### config.mk
export PLATFORM = sky130hd
export DESIGN_NAME = onewire_master
export DESIGN_NICKNAME = d
export VERILOG_FILES = /design/src/rtl/owm_pkg.sv /design/src/rtl/owm_fifo.sv /design/src/rtl/owm_datapath.sv /design/src/rtl/owm_control.sv /design/src/rtl/onewire_master.sv
export SDC_FILE = /design/constraint.sdc
export NUM_CORES = 1
export LEC_CHECK = 0
export BUFFER_PORTS_ARGS = -buffer_cell sky130_fd_sc_hd__buf_2
export CORE_ASPECT_RATIO = 1.75
export CORE_MARGIN = 1.5
export CORE_UTILIZATION = 55
export DETAILED_ROUTE_END_ITERATION = 12
export PLACE_DENSITY = 0.69
export SETUP_SLACK_MARGIN = 0.05
export SYNTH_ARGS = -nofsm -noshare
export SYNTH_HDL_FRONTEND = slang
export SYNTH_SLANG_ARGS = --single-unit
### constraint.sdc
create_clock -name clk -period 5.9 [get_ports clk]
set_input_delay 0.59 -clock clk [delete_from_list [all_inputs] [get_ports clk]]
set_output_delay 0.59 -clock clk [all_outputs]
set_load 0.02 [all_outputs]
### src/rtl/owm_pkg.sv
package owm_pkg;
  localparam logic [1:0] MODE_BIT  = 2'd0;
  localparam logic [1:0] MODE_BYTE = 2'd1;

  typedef enum logic [1:0] {
    ST_IDLE,
    ST_RLOW,
    ST_RWAIT,
    ST_SLOT
  } owState_t;

  // strobes and levels from control to datapath
  typedef struct packed {
    logic clrTimer;   // restart divider and microsecond counter
    logic loadTx;     // take a fresh transmit entry
    logic nextBit;    // advance to next bit of the byte
    logic sampleBit;  // shift the synchronized line into the shifter
    logic rstLow;     // reset pulse in progress
    logic slotOn;     // data slot in progress
  } owStrobe_t;
endpackage

### src/rtl/owm_fifo.sv
module owm_fifo #(
  parameter int WIDTH = 8,
  parameter int DEPTH = 16
) (
  input  logic             clk,
  input  logic             rstN,
  input  logic             push,
  input  logic [WIDTH-1:0] wrData,
  input  logic             pop,
  output logic [WIDTH-1:0] rdData,
  output logic             full,
  output logic             empty
);
  localparam int AW = $clog2(DEPTH);

  logic [WIDTH-1:0] mem [DEPTH];
  logic [AW-1:0]    wrPtr, rdPtr;
  logic [AW:0]      count;
  logic             doPush, doPop;

  assign full   = (count == (AW+1)'(DEPTH));
  assign empty  = (count == '0);
  assign doPush = push && !full;
  assign doPop  = pop && !empty;
  assign rdData = mem[rdPtr];

  always_ff @(posedge clk) begin
    if (doPush) mem[wrPtr] <= wrData;
  end

  always_ff @(posedge clk) begin
    if (!rstN) begin
      wrPtr <= '0;
      rdPtr <= '0;
      count <= '0;
    end else begin
      if (doPush) wrPtr <= (wrPtr == AW'(DEPTH-1)) ? '0 : wrPtr + 1'b1;
      if (doPop)  rdPtr <= (rdPtr == AW'(DEPTH-1)) ? '0 : rdPtr + 1'b1;
      case ({doPush, doPop})
        2'b10:   count <= count + 1'b1;
        2'b01:   count <= count - 1'b1;
        default: count <= count;
      endcase
    end
  end
endmodule

### src/rtl/owm_datapath.sv
module owm_datapath
  import owm_pkg::*;
#(
  parameter int TIME_W      = 10,
  parameter int DIV_W       = 8,
  parameter int DATA_W      = 8,
  parameter int SYNC_STAGES = 2
) (
  input  logic              clk,
  input  logic              rstN,
  input  owStrobe_t         strb,
  input  logic [DIV_W-1:0]  divFactor,
  input  logic [TIME_W-1:0] tWr1Low,
  input  logic [TIME_W-1:0] tWr0Low,
  input  logic [DATA_W-1:0] txData,
  input  logic              byteMode,
  input  logic              bypass,
  input  logic              bypassLow,
  input  logic              lineIn,
  output logic              tick,
  output logic [TIME_W-1:0] usCnt,
  output logic              lineSync,
  output logic [DATA_W-1:0] rxByte,
  output logic              driveLow
);
  logic [DIV_W-1:0]  divCnt;
  logic [DATA_W-1:0] shReg;
  logic              curBit;
  logic [TIME_W-1:0] lowTime;

  assign tick = (divCnt == divFactor);

  always_ff @(posedge clk) begin
    if (!rstN) begin
      divCnt <= '0;
      usCnt  <= '0;
    end else if (strb.clrTimer) begin
      divCnt <= '0;
      usCnt  <= '0;
    end else if (tick) begin
      divCnt <= '0;
      usCnt  <= usCnt + 1'b1;
    end else begin
      divCnt <= divCnt + 1'b1;
    end
  end

  // input synchronizer, idle value is the released (high) line
  generate
    if (SYNC_STAGES <= 1) begin : g_sync1
      logic syncQ;
      always_ff @(posedge clk) begin
        if (!rstN) syncQ <= 1'b1;
        else       syncQ <= lineIn;
      end
      assign lineSync = syncQ;
    end else begin : g_syncN
      logic [SYNC_STAGES-1:0] syncQ;
      always_ff @(posedge clk) begin
        if (!rstN) syncQ <= '1;
        else       syncQ <= {syncQ[SYNC_STAGES-2:0], lineIn};
      end
      assign lineSync = syncQ[SYNC_STAGES-1];
    end
  endgenerate

  always_ff @(posedge clk) begin
    if (!rstN) begin
      shReg  <= '0;
      curBit <= 1'b1;
    end else if (strb.loadTx) begin
      shReg  <= txData;
      curBit <= txData[0];
    end else if (strb.sampleBit) begin
      shReg  <= {lineSync, shReg[DATA_W-1:1]};
    end else if (strb.nextBit) begin
      curBit <= shReg[0];
    end
  end

  assign rxByte   = byteMode ? shReg : {{(DATA_W-1){1'b0}}, shReg[DATA_W-1]};
  assign lowTime  = curBit ? tWr1Low : tWr0Low;
  assign driveLow = bypass ? bypassLow
                           : (strb.rstLow || (strb.slotOn && (usCnt < lowTime)));
endmodule

### src/rtl/owm_control.sv
module owm_control
  import owm_pkg::*;
#(
  parameter int TIME_W = 10,
  parameter int DATA_W = 8
) (
  input  logic              clk,
  input  logic              rstN,
  input  logic [1:0]        modeSel,
  input  logic              cmdReset,
  input  logic [TIME_W-1:0] tResetLow,
  input  logic [TIME_W-1:0] tPresSample,
  input  logic [TIME_W-1:0] tRdSample,
  input  logic [TIME_W-1:0] tSlot,
  input  logic              tick,
  input  logic [TIME_W-1:0] usCnt,
  input  logic              lineSync,
  input  logic              txEmpty,
  input  logic              rxFull,
  output owStrobe_t         strb,
  output logic              txPop,
  output logic              rxPush,
  output logic              byteMode,
  output logic              busy,
  output logic              noPresence
);
  localparam int BC_W = $clog2(DATA_W);

  owState_t          state, nxt;
  logic [BC_W-1:0]   bitsLeft;
  logic              bypass, presHit;
  logic [TIME_W-1:0] rstEnd, presAt, sampAt, slotEnd;

  assign bypass  = modeSel[1];
  assign rstEnd  = tResetLow - 1'b1;
  assign presAt  = tPresSample - 1'b1;
  assign sampAt  = tRdSample - 1'b1;
  assign slotEnd = tSlot - 1'b1;
  assign busy    = (state != ST_IDLE);

  always_comb begin
    strb        = '0;
    strb.rstLow = (state == ST_RLOW);
    strb.slotOn = (state == ST_SLOT);
    txPop       = 1'b0;
    rxPush      = 1'b0;
    presHit     = 1'b0;
    nxt         = state;
    case (state)
      ST_IDLE: begin
        if (!bypass) begin
          if (cmdReset) begin
            strb.clrTimer = 1'b1;
            nxt           = ST_RLOW;
          end else if (!txEmpty && !rxFull) begin
            txPop         = 1'b1;
            strb.loadTx   = 1'b1;
            strb.clrTimer = 1'b1;
            nxt           = ST_SLOT;
          end
        end
      end
      ST_RLOW: begin
        if (tick && usCnt == rstEnd) begin
          strb.clrTimer = 1'b1;
          nxt           = ST_RWAIT;
        end
      end
      ST_RWAIT: begin
        if (tick && usCnt == presAt) presHit = 1'b1;
        if (tick && usCnt == rstEnd) nxt = ST_IDLE;
      end
      ST_SLOT: begin
        if (tick && usCnt == sampAt) strb.sampleBit = 1'b1;
        if (tick && usCnt == slotEnd) begin
          if (bitsLeft == '0) begin
            rxPush = 1'b1;
            nxt    = ST_IDLE;
          end else begin
            strb.nextBit  = 1'b1;
            strb.clrTimer = 1'b1;
          end
        end
      end
      default: nxt = ST_IDLE;
    endcase
  end

  always_ff @(posedge clk) begin
    if (!rstN) begin
      state      <= ST_IDLE;
      bitsLeft   <= '0;
      byteMode   <= 1'b0;
      noPresence <= 1'b0;
    end else begin
      state <= nxt;
      if (strb.loadTx) begin
        byteMode <= (modeSel == MODE_BYTE);
        bitsLeft <= (modeSel == MODE_BYTE) ? BC_W'(DATA_W-1) : '0;
      end else if (strb.nextBit) begin
        bitsLeft <= bitsLeft - 1'b1;
      end
      if (presHit) noPresence <= lineSync;
    end
  end
endmodule

### src/rtl/onewire_master.sv
module onewire_master
  import owm_pkg::*;
#(
  parameter int TIME_W      = 10,
  parameter int DIV_W       = 8,
  parameter int DATA_W      = 8,
  parameter int FIFO_DEPTH  = 16,
  parameter int SYNC_STAGES = 2
) (
  input  logic              clk,
  input  logic              rstN,
  input  logic [DIV_W-1:0]  divFactor,
  input  logic [1:0]        modeSel,
  input  logic [TIME_W-1:0] tResetLow,
  input  logic [TIME_W-1:0] tPresSample,
  input  logic [TIME_W-1:0] tWr1Low,
  input  logic [TIME_W-1:0] tWr0Low,
  input  logic [TIME_W-1:0] tRdSample,
  input  logic [TIME_W-1:0] tSlot,
  input  logic              cmdReset,
  input  logic              bypassLow,
  input  logic              txPush,
  input  logic [DATA_W-1:0] txData,
  output logic              txFull,
  output logic              txEmpty,
  input  logic              rxPop,
  output logic [DATA_W-1:0] rxData,
  output logic              rxFull,
  output logic              rxEmpty,
  output logic              busy,
  output logic              noPresence,
  output logic              owDriveLow,
  input  logic              owLineIn
);
  owStrobe_t         strb;
  logic              tick, lineSync, byteMode, txPopInt, rxPushInt;
  logic [TIME_W-1:0] usCnt;
  logic [DATA_W-1:0] txHead, rxByte;

  owm_fifo #(.WIDTH(DATA_W), .DEPTH(FIFO_DEPTH)) u_txFifo (
    .clk(clk), .rstN(rstN), .push(txPush), .wrData(txData),
    .pop(txPopInt), .rdData(txHead), .full(txFull), .empty(txEmpty)
  );

  owm_fifo #(.WIDTH(DATA_W), .DEPTH(FIFO_DEPTH)) u_rxFifo (
    .clk(clk), .rstN(rstN), .push(rxPushInt), .wrData(rxByte),
    .pop(rxPop), .rdData(rxData), .full(rxFull), .empty(rxEmpty)
  );

  owm_control #(.TIME_W(TIME_W), .DATA_W(DATA_W)) u_ctrl (
    .clk(clk), .rstN(rstN), .modeSel(modeSel), .cmdReset(cmdReset),
    .tResetLow(tResetLow), .tPresSample(tPresSample),
    .tRdSample(tRdSample), .tSlot(tSlot),
    .tick(tick), .usCnt(usCnt), .lineSync(lineSync),
    .txEmpty(txEmpty), .rxFull(rxFull),
    .strb(strb), .txPop(txPopInt), .rxPush(rxPushInt),
    .byteMode(byteMode), .busy(busy), .noPresence(noPresence)
  );

  owm_datapath #(.TIME_W(TIME_W), .DIV_W(DIV_W), .DATA_W(DATA_W),
                 .SYNC_STAGES(SYNC_STAGES)) u_dp (
    .clk(clk), .rstN(rstN), .strb(strb), .divFactor(divFactor),
    .tWr1Low(tWr1Low), .tWr0Low(tWr0Low), .txData(txHead),
    .byteMode(byteMode), .bypass(modeSel[1]), .bypassLow(bypassLow),
    .lineIn(owLineIn), .tick(tick), .usCnt(usCnt), .lineSync(lineSync),
    .rxByte(rxByte), .driveLow(owDriveLow)
  );
endmodule

==> results.md, run 1 <==
- Share of cells above drive strength 1: 22.1%
- Die width: between 100 and 150 um
- Number of antenna violations at the first check in global routing: 1
- Site Rows: 80
- Cell Pwr Density: approximately 290 nW/um^2
- Reg-to-reg endpoint: u_rxFifo.count[4]
- Most common cell after layout, fill and taps aside: sky130_fd_sc_hd__edfxtp_1
- Clk buf depth: 3
- Clock tree from TritonCTS: done
- Number of instances in the synthesized netlist: between 1000 and 1500
- Worst Path Arrival: 4.59 ns
- Synthesized netlist net count: 1190
- Reg-to-reg critical path startpoint: u_dp.usCnt[5]
- Violation count after the first detailed-routing iteration: approximately 580
- Element type at the critical path start: register
- Crit Path Class: register to register
- FFs w/ async S/R, synth: 0%
- Avg Inst Size Synth: 14.2 sq um
- IR Drop Worst-Case VDD: 0.291 mV
- Part of the cycle the worst path needs: 70.6%
- Endpoints failing setup: 0
- Post-Synthesis Cell Area: 15200 sq um
- Final net count: 1273
- Area of the multi-input gates: between 5000 and 6000 sq um
- Unrepaired setup endpoints after global routing: no
- Number of cells upsized or downsized after cts: 0
- Top library cells by usage in the layout, fill and taps aside: 256 x sky130_fd_sc_hd__edfxtp_1, 99 x sky130_fd_sc_hd__buf_2, 79 x sky130_fd_sc_hd__mux4_2, 67 x sky130_fd_sc_hd__dfxtp_1, 53 x sky130_fd_sc_hd__nor2_1
- Transition time of the tightest slew-check pin: 1.07 ns
- Remaining antenna violation count: 0
- # hold bufs at CTS: 0
- Final hold violations: 0
- Worst-case clock skew: 0.0184 ns
- Worst slew margin: 28.6%
- Deepest level of the CTS H-tree: 1
- Post-route worst hold slack: 0.255 ns
- Starting density of the core: 55.9%
- Die ar.: 28700 sq um
- Status: complete, no violations
- Count of different cell masters after synthesis: 81
- Via total after detailed routing: between 9000 and 10000
- FF-to-FF path depth: 14
- Required time of the critical path: 6.32 ns
- Number of clock sinks: 326
- Design Area, Final: about 17000 sq um
- Seq cells post-synth: 326
- Min-delay worst type: primary input to register
- Source-to-sink clock delay at the later pin of the worst-skew pair: 0.56 ns
- Total negative setup slack: 0 ns
- Buffer cell driving the clock tree root: sky130_fd_sc_hd__clkbuf_16
- Max Transition Viols Final: 0
- Seq/Total Area, Yosys: roughly three fifths
- Overflow after GRT: 0
- Largest net degree at the start of global routing: 35
- Vertical extent of the die: 223 um
- Post-synth top flop: sky130_fd_sc_hd__edfxtp_1
- Placed standard-cell area: 16000 sq um
- Number of buffers created by CTS: 29
- Layout overhead on the synthesized area: 12.0%
- Static Leak: 5.92 nW
- Critical path peak fanout: 17
- Number of global-route vias before repair: 9518
- Drt first pass iters: 5
- Element type at the critical path end: register
- Vias per Instance: ~5.9
- Critical path launch point: u_dp.usCnt[5]
- Number of max-cap violations: 0
- EDFF count, synth: between 200 and 300
- Total of warnings raised by yosys: 0
- IO Port Bufs: 99
- Setup bufs post-CTS: 0
- Final WL: 32.4 mm
- Final routed wire length divided by cell count: ~21 um
- Post-route DRC: 0
- Clock slew at reported path FFs: roughly 0.07 ns
- Critical path destination: u_rxFifo.count[4]
- Total of fill cells in the finished design: 2111
- First-pass GRT wire length: around 51 mm
- Floorplan Core Area: 27200 sq um
- Global placer's final weighted congestion: about 0.87
- GRT Util Overall: 23.2%
- Post-detail-place hpwl: about 23 mm
- Post-route minimum period: 4.17 ns
- Boundary Pins: 100
- Maximum frequency from static timing analysis: 240 MHz
- Register-to-register setup slack: 1.73 ns
- Sequential cell area: roughly 9100 sq um
flip-flops by register name, summed over array words and instances, names as in the netlist, 5 cells and up, named ones only:
register	cells
u_rxFifo.count	5
u_dp.divCnt	8
u_txFifo.count	5
u_rxFifo.mem	128
u_txFifo.mem	128
u_dp.shReg	8
u_dp.usCnt	10
critical path, stage by stage (launching register included):
cell                       delay [ns]
sky130_fd_sc_hd__dfxtp_1         0.68
sky130_fd_sc_hd__xnor2_1         0.18
sky130_fd_sc_hd__or4_4           0.45
sky130_fd_sc_hd__a211oi_4        0.32
sky130_fd_sc_hd__nand4_2         0.18
sky130_fd_sc_hd__nor2_2          0.43
sky130_fd_sc_hd__inv_1           0.18
sky130_fd_sc_hd__ha_1            0.31
sky130_fd_sc_hd__xor2_1          0.17
sky130_fd_sc_hd__ha_1            0.19
sky130_fd_sc_hd__a21oi_1         0.23
sky130_fd_sc_hd__o22ai_1         0.13
sky130_fd_sc_hd__a222oi_1        0.36
sky130_fd_sc_hd__or3_1           0.16
sky130_fd_sc_hd__a21oi_1         0.06
per-layer routing:
metal	wire [um]	up-vias	GRT usage, %
met2	18400	198	45.4
met3	970	52	2.13
met4	867	0	7.39
met1	12100	4592	25.9
li1	-	4351	-
met5	0	-	0
per-stage QoR:
stage | worst slack (ns) | power [W] | cells | utilization, %
floorplan | 2.02 | 0.00286 | 1070 | -
global placement | 1.55 | 0.00299 | 1491 | 58.9
detailed placement | 1.46 | 0.00300 | 1491 | 58.9
CTS | 1.77 | 0.00497 | 1545 | 62.6
global route | 1.47 | 0.00509 | 1546 | 62.6
finish | 1.73 | 0.00493 | 1546 | 62.6
area by class of cell:
cell class | count | area share, %
Tap cell | 369 | 2.71
Inverter | 32 | 0.705
Clock buffer | 36 | 4.47
Timing Repair Buffer | 109 | 3.35
Multi-Input combinational cell | 655 | 34.0
Sequential cell | 326 | 53.3
Clock inverter | 18 | 1.42
Antenna cell | 1 | 0.0147
report_power, final:
group | switching, W | total, W | internal (W)
combinational | 0.000230 | 0.000411 | 0.000181
sequential | 0.0000363 | 0.00253 | 0.00250
clock | 0.000838 | 0.00199 | 0.00115
total | 0.00110 | 0.00493 | 0.00383
logic make-up after synthesis:
family,Yosys count,share of synthesized area [%]
fa+ha+maj,35,2.93
simple gates,304,10.9
flops,326,59.7
buf+inv,89,2.31
xor+xnor,79,4.68
compound gates,141,6.62
mux,96,12.8
cells in the mapped netlist, types with 4 or more instances:
master                      number  share of area, %
sky130_fd_sc_hd__edfxtp_1      256                50
sky130_fd_sc_hd__mux4_2         79                12
sky130_fd_sc_hd__dfxtp_1        70               9.2
sky130_fd_sc_hd__nor2_1         53               1.3
sky130_fd_sc_hd__nand2_1        50               1.2
sky130_fd_sc_hd__xnor2_1        49               2.8
sky130_fd_sc_hd__a21oi_1        41               1.3
sky130_fd_sc_hd__clkbuf_1       34              0.84
sky130_fd_sc_hd__ha_1           34               2.8
sky130_fd_sc_hd__inv_1          32              0.79
sky130_fd_sc_hd__nor3_1         30              0.99
sky130_fd_sc_hd__xor2_1         28               1.6
sky130_fd_sc_hd__nor4_1         25               1.0
sky130_fd_sc_hd__and3_1         21              0.86
sky130_fd_sc_hd__nand3_1        20              0.66
sky130_fd_sc_hd__mux2i_1        16               1.1
sky130_fd_sc_hd__nor2b_1        16              0.66
sky130_fd_sc_hd__o211ai_1       15              0.74
sky130_fd_sc_hd__a31oi_1        13              0.53
sky130_fd_sc_hd__and2_1         13              0.53
sky130_fd_sc_hd__buf_1          13              0.32
sky130_fd_sc_hd__o21ai_0        13              0.43
sky130_fd_sc_hd__nand2b_1       11              0.45
sky130_fd_sc_hd__nand4_1        11              0.45
sky130_fd_sc_hd__or3_1          11              0.45
sky130_fd_sc_hd__or4_1          11              0.54
sky130_fd_sc_hd__buf_2           8              0.26
sky130_fd_sc_hd__or2_2           7              0.29
sky130_fd_sc_hd__o2111ai_1       5              0.29
sky130_fd_sc_hd__a311oi_1        4              0.23
sky130_fd_sc_hd__nor3b_1         4              0.20
sky130_fd_sc_hd__o21a_1          4              0.20
worst min-delay path by stage:
| stage | slack, ns | end | from | cells after the start |
|---|---|---|---|---|
| after floorplan | 0.39 | u_dp.g_syncN.syncQ[1] | u_dp.g_syncN.syncQ[0] | 1 |
| after global placement | 0.40 | u_dp.g_syncN.syncQ[1] | u_dp.g_syncN.syncQ[0] | 1 |
| after detailed placement | 0.40 | u_dp.g_syncN.syncQ[1] | u_dp.g_syncN.syncQ[0] | 1 |
| after CTS | 0.24 | u_dp.g_syncN.syncQ[0] | owLineIn | 2 |
| after global routing | 0.25 | u_dp.g_syncN.syncQ[0] | owLineIn | 2 |
| final | 0.25 | u_dp.g_syncN.syncQ[0] | owLineIn | 2 |
No activity file was read; power rests on OpenSTA's default activity.
==> run 2, diff against run 1 <==
- ABC_AREA: default -> 1
- clock period: 5.9 -> 4.15 ns (I/O delays scaled with it)
==> results.md, run 2 <==
- Number of instances in the synthesized netlist: 1624 (+52%)
- Layout overhead on the synthesized area: 10.8%
- Post-synth top flop: sky130_fd_sc_hd__edfxtp_1
- Element type at the critical path start: register
- Buffer cell driving the clock tree root: sky130_fd_sc_hd__clkbuf_16
- Max Transition Viols Final: 0 (unchanged)
- Seq cells post-synth: 326 (unchanged)
- Crit Path Class: register to output port
- Design Area, Final: 17600 sq um (+3.1%)
- Clock slew at reported path FFs: 0.07 ns (about the same)
- Final net count: 1823 (+43%)
- GRT Util Overall: 25.3% (+2.0 points)
- Clock tree from TritonCTS: done
- Part of the cycle the worst path needs: ~80%
- Die ar.: 29900 sq um (+4.0%)
- Deepest level of the CTS H-tree: 1 (unchanged)
- GR Layer Usage met1: 25.4% (-0.44 points)
- Floorplan Core Area: 28500 sq um (+4.8%)
- Critical path peak fanout: 12 (-5)
- Number of buffers created by CTS: 28 (-3.4%)
- Top-count cell post-synth: sky130_fd_sc_hd__edfxtp_1
- Yosys top cell by area: sky130_fd_sc_hd__edfxtp_1
- Static Leak: 6.91 nW (+17%)
- Total of warnings raised by yosys: 0 (unchanged)
- Final routed wire length divided by cell count: 17.6 um (-16%)
- Main combinational cell family by area after synthesis: simple AND/OR/NAND/NOR gates
- Most common cell after layout, fill and taps aside: sky130_fd_sc_hd__edfxtp_1
- Number of global-route vias before repair: 11600 (+22%)
- # hold bufs at CTS: 0 (unchanged)
- Required time of the critical path: 3.73 ns (-2.59 ns)
- Avg Inst Size Synth: 9.76 sq um (-31%)
- FFs w/ async S/R, synth: 0% (unchanged)
- Overflow after GRT: 0 (unchanged)
- Final hold violations: 0 (unchanged)
- Number of max-cap violations: 0 (unchanged)
- Synthesized netlist net count: 1744 (+47%)
- Share of cells above drive strength 1: 13.0% (-9.1 points)
- Commonest cells post-synth: 256 x sky130_fd_sc_hd__edfxtp_1, 246 x sky130_fd_sc_hd__nand2_1, 215 x sky130_fd_sc_hd__nor2_1, 170 x sky130_fd_sc_hd__inv_1, 147 x sky130_fd_sc_hd__o21ai_0
- Post-route DRC: 0 (unchanged)
- Count of different cell masters after synthesis: 49 (-40%)
- Seq/Total Area, Yosys: 57.4% (-2.4 points)
- Xor-xnor portion of the synthesized cell area: 2.91% (-1.8 points)
- Worst-case clock skew: 0.0392 ns (+0.0208 ns)
- Area fraction of the dominant cell type after synthesis: 48.5% (-2.0 points)
- Post-synthesis compound-gate area fraction: 10.7% (+4.1 points)
- Leading registers by flop count: u_rxFifo.mem: 128 flops, u_txFifo.mem: 128 flops, u_dp.usCnt: 10 flops
- Number of cells upsized or downsized after cts: 0 (unchanged)
- Clk buf depth: 3 (unchanged)
- Vias per Instance: 5.50 (-7.6%)
- Endpoints failing setup: 0 (unchanged)
- Synth Area in Simple Gates: 17.2% (+6.2 points)
- Die width: 131 um (+2.0%)
- Most used routing layer in global routing: met2
- Remaining antenna violation count: 0 (unchanged)
- Status: complete, no violations
- Transition time of the tightest slew-check pin: 1.10 ns (+0.0296 ns)
- Final WL: 37.1 mm (+15%)
- Number of clock sinks: 326 (unchanged)
- First-pass GRT wire length: 58.9 mm (+15%)
- Met2 Usage GRT: 50.0% (+4.5 points)
- Drt first pass iters: 5 (unchanged)
- Top library cells by usage in the layout, fill and taps aside: 256 x sky130_fd_sc_hd__edfxtp_1, 246 x sky130_fd_sc_hd__nand2_1, 215 x sky130_fd_sc_hd__nor2_1, 170 x sky130_fd_sc_hd__inv_1, 146 x sky130_fd_sc_hd__o21ai_0
- Post-Synthesis Cell Area: 15800 sq um (+4.1%)
- Maximum frequency from static timing analysis: 293 MHz
- Vertical extent of the die: 228 um (+2.0%)
- Setup bufs post-CTS: 0 (unchanged)
- Worst slew margin: 26.2% (-2.5 points)
- Cell Pwr Density: 479 nW/um^2 (+65%)
- IO Port Bufs: 99 (unchanged)
- Placed standard-cell area: 16700 sq um (+3.9%)
- Mux cell area share after synthesis: 2.91% (-9.9 points)
- Violation count after the first detailed-routing iteration: 690 (+20%)
- Cell types occupying the most area after synthesis: sky130_fd_sc_hd__edfxtp_1 49%, sky130_fd_sc_hd__dfxtp_1 8.8%, sky130_fd_sc_hd__nand2_1 5.8%
- Source-to-sink clock delay at the later pin of the worst-skew pair: 0.57 ns (about the same)
- Sequential cell area: 9090 sq um (about the same)
- Largest net degree at the start of global routing: 86 (+150%)
- Via total after detailed routing: 11600 (+26%)
- Worst Path Arrival: 3.00 ns (-1.59 ns)
- Element type at the critical path end: output port
- Post-route minimum period: 3.41 ns
- Area of the multi-input gates: 5780 sq um (-0.17%)
- Adder and majority cell fraction of the synthesized area: 2.81% (-0.12 points)
- EDFF count, synth: 256 (unchanged)
- Total negative setup slack: 0 ns (unchanged)
- Global Route met3 Usage: 2.58% (+0.45 points)
- Number of antenna violations at the first check in global routing: 1 (unchanged)
- Global placer's final weighted congestion: 0.917 (+4.9%)
- Total of fill cells in the finished design: 2433 (+15%)
- Starting density of the core: 55.6% (-0.35 points)
- Min-delay worst type: primary input to register
- Post-detail-place hpwl: 26.5 mm (+15%)
- Boundary Pins: 100 (unchanged)
- Site Rows: 82 (+2.5%)
- Unrepaired setup endpoints after global routing: no
- IR Drop Worst-Case VDD: 0.455 mV (+57%)
## run 2: critical path, cell delays in order, from the launching register on
cell	delay, ns
sky130_fd_sc_hd__dfxtp_1	0.75
sky130_fd_sc_hd__mux2i_1	0.26
sky130_fd_sc_hd__ha_1	0.28
sky130_fd_sc_hd__a21oi_1	0.16
sky130_fd_sc_hd__o21ai_0	0.11
sky130_fd_sc_hd__a31oi_1	0.14
sky130_fd_sc_hd__o311ai_0	0.23
sky130_fd_sc_hd__a21oi_1	0.31
sky130_fd_sc_hd__buf_2	0.22
## run 2: final timing paths
| path | from | to | slack (ns) | depth (start not counted) |
|---|---|---|---|---|
| min reg2reg | u_dp.g_syncN.syncQ[0] | u_dp.g_syncN.syncQ[1] | 0.42 | 1 |
| min | owLineIn | u_dp.g_syncN.syncQ[0] | 0.08 | 2 |
| max reg2reg | u_dp.usCnt[6] | u_rxFifo.count[4] | 0.78 | 18 |
| max | u_dp.curBit | owDriveLow | 0.74 | 8 |
## run 2: metrics by stage
step	util, %	total power, W	setup slack (ns)	hold slack (ns)	cells
after floorplan	-	0.00533	1.03	0.393	1624
after global placement	58.4	0.00587	0.575	0.396	2051
after detailed placement	58.4	0.00592	0.514	0.405	2051
after CTS	61.6	0.00846	0.758	0.0543	2103
after global routing	61.6	0.00883	0.411	0.0756	2104
final	61.6	0.00841	0.740	0.0793	2104
## run 2: cell type report
cell class	count	share of cell area [%]
diodes	1	0.0142
multi-input cells	1050	32.9
clock buffers	29	4.01
inverters	180	3.85
well taps	378	2.69
flip-flops and latches	326	51.8
repair buffers	117	3.59
clock inverters	23	1.15
## run 2: where the power goes
group / internal [W] / switching (W)
combinational: 0.000723 / 0.00125
clock: 0.00138 / 0.00117
sequential: 0.00364 / 0.000244
## run 2: cells by family after synthesis
logic type,after synthesis
fa+ha+maj,35
xor+xnor,51
flops,326
buf+inv,248
simple gates,616
mux,46
compound gates,302
## run 2: metal layers
metal	share of wire, %	up-vias
met5	0	-
met4	5.9	0
met3	4.1	110
met2	55	336
met1	35	5429
li1	-	5687
